File: src/rtl/hmac_pkg.sv
package hmac_pkg;
  typedef enum logic [2:0] {
    OP_MUL16  = 3'd0,
    OP_MLA16  = 3'd1,
    OP_MLAL16 = 3'd2,
    OP_MULW   = 3'd3,
    OP_MLAW   = 3'd4
  } hmac_op_e;
endpackage

File: src/rtl/hmac_operand.sv
// Picks the multiplicands: signed half or full word for A, signed half for B.
module hmac_operand #(
  parameter int DATA_W = 32,
  localparam int HALF_W = DATA_W / 2
) (
  input  logic [DATA_W-1:0] opa_i,
  input  logic [DATA_W-1:0] opb_i,
  input  logic              x_sel_i,
  input  logic              y_sel_i,
  input  logic              wide_a_i,
  output logic [DATA_W-1:0] a_ext_o,
  output logic [HALF_W-1:0] b_half_o
);
  logic [HALF_W-1:0] a_half;

  assign a_half   = x_sel_i ? opa_i[DATA_W-1:HALF_W] : opa_i[HALF_W-1:0];
  assign b_half_o = y_sel_i ? opb_i[DATA_W-1:HALF_W] : opb_i[HALF_W-1:0];
  // half operands are sign extended
  assign a_ext_o  = wide_a_i ? opa_i : {{HALF_W{a_half[HALF_W-1]}}, a_half};
endmodule

File: src/rtl/hmac_mult.sv
module hmac_mult #(
  parameter int A_W = 32,
  parameter int B_W = 16,
  localparam int P_W = A_W + B_W
) (
  input  logic [A_W-1:0] a_i,
  input  logic [B_W-1:0] b_i,
  output logic [P_W-1:0] prod_o
);
  logic signed [P_W-1:0] a_x;
  logic signed [P_W-1:0] b_x;

  assign a_x    = {{B_W{a_i[A_W-1]}}, a_i};
  assign b_x    = {{A_W{b_i[B_W-1]}}, b_i};
  assign prod_o = a_x * b_x;
endmodule

File: src/rtl/hmac_add.sv
// Wrapping signed adder with overflow detect.
module hmac_add #(
  parameter int W = 32
) (
  input  logic [W-1:0] a_i,
  input  logic [W-1:0] b_i,
  output logic [W-1:0] sum_o,
  output logic         ovf_o
);
  assign sum_o = a_i + b_i;
  assign ovf_o = (a_i[W-1] == b_i[W-1]) && (sum_o[W-1] != a_i[W-1]);

  logic [W:0] wide_sum;
  assign wide_sum = {a_i[W-1], a_i} + {b_i[W-1], b_i};


  always_comb begin
    ovf_match_chk: assert (ovf_o == (wide_sum[W] != wide_sum[W-1]))
      else $error("adder overflow flag disagrees with widened sum");
  end
endmodule

File: src/rtl/hmac_unit.sv
module hmac_unit
  import hmac_pkg::*;
#(
  parameter int DATA_W      = 32,
  parameter bit LEGACY_ARCH = 1'b0
) (
  input  logic              clk_i,
  input  logic              rst_ni,
  input  logic              req_i,
  input  logic [2:0]        op_i,
  input  logic              x_sel_i,
  input  logic              y_sel_i,
  input  logic [DATA_W-1:0] opa_i,
  input  logic [DATA_W-1:0] opb_i,
  input  logic [DATA_W-1:0] acc_lo_i,
  input  logic [DATA_W-1:0] acc_hi_i,
  output logic              valid_o,
  output logic              wr_lo_o,
  output logic              wr_hi_o,
  output logic              q_set_o,
  output logic [DATA_W-1:0] res_lo_o,
  output logic [DATA_W-1:0] res_hi_o
);
  localparam int HALF_W = DATA_W / 2;
  localparam int PROD_W = DATA_W + HALF_W;
  localparam int LONG_W = 2 * DATA_W;

  hmac_op_e op;
  assign op = hmac_op_e'(op_i);

  logic              wide_a;
  logic [DATA_W-1:0] a_ext;
  logic [HALF_W-1:0] b_half;
  logic [PROD_W-1:0] prod;
  logic [DATA_W-1:0] mul_word;
  logic [DATA_W-1:0] acc_sum;
  logic              acc_ovf;
  logic [LONG_W-1:0] long_sum;

  assign wide_a = (op == OP_MULW) || (op == OP_MLAW);

  hmac_operand #(.DATA_W(DATA_W)) u_operand (
    .opa_i   (opa_i),
    .opb_i   (opb_i),
    .x_sel_i (x_sel_i),
    .y_sel_i (y_sel_i),
    .wide_a_i(wide_a),
    .a_ext_o (a_ext),
    .b_half_o(b_half)
  );

  hmac_mult #(.A_W(DATA_W), .B_W(HALF_W)) u_mult (
    .a_i   (a_ext),
    .b_i   (b_half),
    .prod_o(prod)
  );

  // wide forms keep the upper slice, half forms the low word
  assign mul_word = wide_a ? prod[PROD_W-1:HALF_W] : prod[DATA_W-1:0];

  hmac_add #(.W(DATA_W)) u_add (
    .a_i  (mul_word),
    .b_i  (acc_lo_i),
    .sum_o(acc_sum),
    .ovf_o(acc_ovf)
  );

  // 64-bit accumulate, wraps
  assign long_sum = {acc_hi_i, acc_lo_i}
                  + {{(LONG_W-PROD_W){prod[PROD_W-1]}}, prod};

  logic              wlo_d, whi_d, q_d;
  logic [DATA_W-1:0] lo_d, hi_d;

  always_comb begin
    wlo_d = 1'b0;
    whi_d = 1'b0;
    q_d   = 1'b0;
    lo_d  = mul_word;
    hi_d  = '0;
    unique case (op)
      OP_MUL16: wlo_d = 1'b1;
      OP_MLA16: begin
        if (!LEGACY_ARCH) begin
          wlo_d = 1'b1;
          lo_d  = acc_sum;
          q_d   = acc_ovf;
        end
      end
      OP_MLAL16: begin
        wlo_d = 1'b1;
        whi_d = 1'b1;
        lo_d  = long_sum[DATA_W-1:0];
        hi_d  = long_sum[LONG_W-1:DATA_W];
      end
      OP_MULW: wlo_d = 1'b1;
      OP_MLAW: begin
        wlo_d = 1'b1;
        lo_d  = acc_sum;
        q_d   = acc_ovf;
      end
      default: ;
    endcase
  end

  logic [2:0] op_q;

  always_ff @(posedge clk_i or negedge rst_ni) begin
    if (!rst_ni) begin
      valid_o  <= 1'b0;
      wr_lo_o  <= 1'b0;
      wr_hi_o  <= 1'b0;
      q_set_o  <= 1'b0;
      res_lo_o <= '0;
      res_hi_o <= '0;
      op_q     <= '0;
    end else begin
      valid_o  <= req_i;
      wr_lo_o  <= req_i & wlo_d;
      wr_hi_o  <= req_i & whi_d;
      q_set_o  <= req_i & q_d;
      op_q     <= op_i;
      if (req_i) begin
        res_lo_o <= lo_d;
        res_hi_o <= hi_d;
      end
    end
  end


  valid_follow_chk: assert property (@(posedge clk_i) disable iff (!rst_ni)
    req_i |=> valid_o);


  strobe_needs_valid_chk: assert property (@(posedge clk_i) disable iff (!rst_ni)
    (wr_lo_o || wr_hi_o || q_set_o) |-> valid_o);


  q_source_chk: assert property (@(posedge clk_i) disable iff (!rst_ni)
    q_set_o |-> (op_q == OP_MLA16 || op_q == OP_MLAW));


  hi_only_long_chk: assert property (@(posedge clk_i) disable iff (!rst_ni)
    wr_hi_o |-> (wr_lo_o && op_q == OP_MLAL16));


  undef_silent_chk: assert property (@(posedge clk_i) disable iff (!rst_ni)
    (valid_o && op_q > OP_MLAW) |-> !(wr_lo_o || q_set_o));

  generate
    if (LEGACY_ARCH) begin : g_legacy

      legacy_nop_chk: assert property (@(posedge clk_i) disable iff (!rst_ni)
        (valid_o && op_q == OP_MLA16) |-> !(wr_lo_o || wr_hi_o || q_set_o));
    end
  endgenerate
endmodule

File: config.mk
export PLATFORM = sky130hd
export DESIGN_NAME = hmac_unit
export DESIGN_NICKNAME = d
export VERILOG_FILES = /design/src/rtl/hmac_pkg.sv /design/src/rtl/hmac_operand.sv /design/src/rtl/hmac_mult.sv /design/src/rtl/hmac_add.sv /design/src/rtl/hmac_unit.sv
export SDC_FILE = /design/constraint.sdc
export NUM_CORES = 2
export LEC_CHECK = 0
export CORE_MARGIN = 3
export CORE_UTILIZATION = 35
export CTS_BUF_LIST = sky130_fd_sc_hd__clkbuf_16
export CTS_CLUSTER_DIAMETER = 150
export DETAILED_ROUTE_END_ITERATION = 16
export PLACE_DENSITY = 0.55
export SKIP_LAST_GASP = 1
export SLEW_MARGIN = 20
export SYNTH_ARGS = -nofsm -noshare
export SYNTH_HDL_FRONTEND = slang
export SYNTH_SLANG_ARGS = --single-unit
File: constraint.sdc
create_clock -name clk_i -period 1.44 [get_ports clk_i]
set_input_delay 0.36 -clock clk_i [delete_from_list [all_inputs] [get_ports clk_i]]
set_output_delay 0.36 -clock clk_i [all_outputs]
set_load 0.02 [all_outputs]
==> results.py <==
metrics = {
    "outcome": {
        "outcome": "finished, violations left",
        "failed_checks": "negative setup slack",
    },
    "grt": {
        "pin_count_of_the_biggest_net_entering_global_routing": 45,
        "globalRouteOverflowTotal": 0,
        "grt_pass1_wl_um": 154000,
        "gr-usage-all-layers_pct": 25.2,
        "number_of_global_route_vias_before_repair": 27950,
        "grt_antenna_before_repair": 3,
    },
    "sta": {
        "report.final.slew_viol_count": 0,
        "setup_slack_ns": -7.77,
        "setup_viol_count_final": 131,
        "maxClockFrequency_mhz": 109,
        "finClkSkew_ns": 0,
        "finalHoldViolations": 0,
        "hold_slack_ns": 0.430,
        "rsz0062_at_grt": "yes",
        "slew_of_the_pin_with_the_lowest_slew_margin_ns": 0.605,
        "period_share_pct": 640,
        "finalCriticalPeriod_ns": 9.21,
        "max_slew_margin_pct": 59.2,
    },
    "drt": {
        "routed_vias": 26375,
        "routed_wl_um": 99700,
        "routed_wire_length_per_instance_um": 18.9,
        "number_of_vias_per_cell": 5.01,
        "firstDrtPassIters": 6,
        "drt_iter0_markers": 1412,
        "drcViolationCount": 0,
        "route.antenna.remaining_nets": 0,
    },
    "synthesis": {
        "yosys_warnings": 0,
        "synth_cell_type_count": 77,
        "synth-seq-cells": 68,
        "largest_cells_by_area_after_synthesis": "sky130_fd_sc_hd__fa_1, sky130_fd_sc_hd__ha_1, sky130_fd_sc_hd__inv_1",
        "post-synth-top-area-cell": "sky130_fd_sc_hd__fa_1",
        "syn-instance-count": 3257,
        "yosysSeqAreaShare_pct": 6.41,
        "syn-mean-instance-area_um2": 8.16,
        "ys_dominant_reg_cell": "sky130_fd_sc_hd__dfrtp_1",
        "synth.cell_area_mm2": 0.0266,
        "post_synth_top_area_share_pct": 36.8,
        "synthesis.nets": 4090,
        "synth-edff-count": 0,
        "asyncSetResetFlopFracSynth_pct": 100,
    },
    "final_layout": {
        "fillers": 6933,
        "design_area_mm2": 0.0402,
        "final_nets": 5120,
        "area_growth_syn_to_layout_pct": 51.2,
        "post_route_cells_drive_above_1_share_pct": 33.4,
        "final_cells": 5262,
    },
    "critical_path": {
        "timing.critical_path.arrival_ns": 9.45,
        "critPathBufInv": 9,
        "crit_path_class": "input port to register",
        "start_kind": "input port",
        "worst-endpoint-required_ns": 1.68,
        "cpPeakStageDelay_ns": 0.58,
        "critical-path-top-delay-family": "adder cells",
        "worstPathMaxFanout": 4,
        "timing.critical_path.to_type": "register",
        "cp_slowest_cell": "sky130_fd_sc_hd__fa_1",
        "path_common_cell": "sky130_fd_sc_hd__fa_1",
    },
    "clock_network": {
        "clock_sinks": 68,
        "worst_skew_pair.late_latency_ns": 0.36,
        "ctsLongestPathBuffers": 2,
        "cts-htree-levels": 3,
        "cts_inserted_buffers": 9,
        "clock_tree.root_cell": "sky130_fd_sc_hd__clkbuf_16",
        "cts.reportedPaths.clkPinSlew_ns": 0.07,
        "clock_tree_from_tritoncts": "built",
    },
    "placement": {
        "detailed_place_hpwl_um": 84500,
        "post_dp_cell_area_mm2": 0.0364,
        "gp_routability_congestion": 0.956,
        "portBuffers": 203,
        "post-place-cells": 5111,
        "dp_worst_setup_slack_ns": -8.77,
    },
    "die": {
        "die_area_mm2": 0.0792,
        "floorplan.io_pins": 204,
        "floorplan.initialDensity_pct": 35.5,
        "num_rows": 100,
        "fp.dieW_um": 282,
        "floorplan.core_area_mm2": 0.0748,
        "die_h_um": 282,
    },
    "min_path": {
        "holdCritPathClass": "input port to register",
    },
    "flow_run": {
        "max-cap-violations": 0,
    },
}
cell type report:
type	instances	area, um2	area share, %
Sequential cell	68	1700	4.24
Multi-Input combinational cell	2438	24700	61.4
Tap cell	969	1210	3.02
Inverter	611	2290	5.71
Antenna cell	1	2.50	0.00623
Clock inverter	7	82.6	0.206
Timing Repair Buffer	1159	9990	24.9
Clock buffer	9	225	0.561
synth_stat cells, types with 4 or more instances:
| library cell | n |
|---|---|
| sky130_fd_sc_hd__a211o_1 | 7 |
| sky130_fd_sc_hd__a41oi_1 | 4 |
| sky130_fd_sc_hd__and4_1 | 6 |
| sky130_fd_sc_hd__a41o_1 | 4 |
| sky130_fd_sc_hd__a211oi_1 | 23 |
| sky130_fd_sc_hd__o21a_1 | 42 |
| sky130_fd_sc_hd__nand4_1 | 24 |
| sky130_fd_sc_hd__o21ai_1 | 31 |
| sky130_fd_sc_hd__o31ai_1 | 6 |
| sky130_fd_sc_hd__fa_1 | 488 |
| sky130_fd_sc_hd__buf_1 | 6 |
| sky130_fd_sc_hd__dfrtp_1 | 68 |
| sky130_fd_sc_hd__clkbuf_1 | 133 |
| sky130_fd_sc_hd__xor2_1 | 53 |
| sky130_fd_sc_hd__and2_1 | 12 |
| sky130_fd_sc_hd__a22oi_1 | 4 |
| sky130_fd_sc_hd__nor3_1 | 17 |
| sky130_fd_sc_hd__o221ai_1 | 10 |
| sky130_fd_sc_hd__and3_1 | 10 |
| sky130_fd_sc_hd__o211ai_1 | 9 |
| sky130_fd_sc_hd__a221oi_1 | 14 |
| sky130_fd_sc_hd__xnor2_1 | 84 |
| sky130_fd_sc_hd__or3_1 | 5 |
| sky130_fd_sc_hd__mux2i_1 | 32 |
| sky130_fd_sc_hd__o21ai_0 | 91 |
| sky130_fd_sc_hd__or2_2 | 4 |
| sky130_fd_sc_hd__inv_1 | 611 |
| sky130_fd_sc_hd__o21bai_1 | 23 |
| sky130_fd_sc_hd__a21oi_1 | 183 |
| sky130_fd_sc_hd__nand2b_1 | 22 |
| sky130_fd_sc_hd__nor2_1 | 342 |
| sky130_fd_sc_hd__a31oi_1 | 13 |
| sky130_fd_sc_hd__nand2_1 | 438 |
| sky130_fd_sc_hd__ha_1 | 209 |
| sky130_fd_sc_hd__nand3_1 | 23 |
| sky130_fd_sc_hd__o22ai_1 | 40 |
| sky130_fd_sc_hd__mux2_2 | 31 |
| sky130_fd_sc_hd__nor2b_1 | 18 |
| sky130_fd_sc_hd__a21o_1 | 57 |
registers in the layout, summed over array words and instances, names as in the netlist:
register and count:
q_set_o 1, valid_o 1, res_hi_o 32, res_lo_o 32, wr_hi_o 1, wr_lo_o 1
metal layers:
| metal | vias to the layer above | track usage (%) | routed length [um] |
|---|---|---|---|
| met5 | - | 0 | 36 |
| met4 | 4 | 8.97 | 4160 |
| met3 | 179 | 4.16 | 5940 |
| met2 | 695 | 43.8 | 49000 |
| met1 | 13095 | 31.6 | 40500 |
| li1 | 12402 | - | - |
cell usage in the layout (no fill, tap or decap), drive strengths merged, types with 7 or more instances in the layout:
cell type / netlist / routed
xnor2: 85 / 85
o22ai: 40 / 40
nor3: 18 / 18
inv: 611 / 615
nand2b: 22 / 22
nor2: 342 / 342
clkdlybuf4s50: 0 / 192
clkbuf: 133 / 9
and3: 10 / 10
nand3: 23 / 23
a21oi: 185 / 185
o211ai: 9 / 9
a211oi: 23 / 23
fa: 488 / 488
o21ai: 122 / 122
dfrtp: 68 / 68
mux2i: 32 / 32
a21o: 57 / 57
o221ai: 11 / 11
o21bai: 23 / 23
xor2: 53 / 53
nand4: 24 / 24
ha: 209 / 209
a221oi: 15 / 15
o21a: 42 / 42
a31oi: 13 / 13
and2: 12 / 12
nand2: 438 / 439
a211o: 7 / 7
nor2b: 19 / 19
buf: 8 / 962
mux2: 33 / 33
stage by stage:
step	utilization, %	TNS, ns
2_1_floorplan	-	-435.92
3_3_place_gp	48.6	-530.98
3_5_place_dp	48.6	-533.65
4_1_cts	51.7	-489.18
5_1_grt	53.7	-506.68
6_report	53.7	-485.43
final timing paths:
path	startpoint	to	slack, ns	depth (start not counted)
worst max-delay path	op_i[0]	res_lo_o[30]$_DFFE_PN0P_	-7.77	46
worst max register to register	res_hi_o[23]$_DFFE_PN0P_	res_hi_o[23]$_DFFE_PN0P_	0.63	2
max in group asynchronous	rst_ni	res_lo_o[14]$_DFFE_PN0P_	0.51	3
worst min register to register	res_lo_o[26]$_DFFE_PN0P_	res_lo_o[26]$_DFFE_PN0P_	0.49	1
worst min-delay path	req_i	valid_o$_DFF_PN0_	0.43	2
min in group asynchronous	rst_ni	res_lo_o[7]$_DFFE_PN0P_	0.46	2
kinds of logic (layout without fill, tap and decap cells):
family / count (synthesis) / count (layout) / share of synthesized area, %
AND/OR/NAND/NOR: 937 / 938 / 14.7
buffers and inverters: 752 / 1786 / 10.6
adder cells (fa/ha/maj): 697 / 697 / 46.6
AO/OA/AOI/OAI: 600 / 600 / 14.5
XOR/XNOR: 138 / 138 / 4.58
flip-flops: 68 / 68 / 6.41
multiplexers: 65 / 65 / 2.60
other: 0 / 1 / 0
what timing repair did:
action,in CTS,in global routing
cloned,4,1
hold buffers,1,0
buffers inserted,91,56
setup endpoints to repair,132,131
hold endpoints to repair,19,0
resized for setup,270,255
pin swaps,189,239
Power is left out: the tool's default activity adds up to more than one toggle a clock period on the data nets, which glitch-free logic cannot reach.
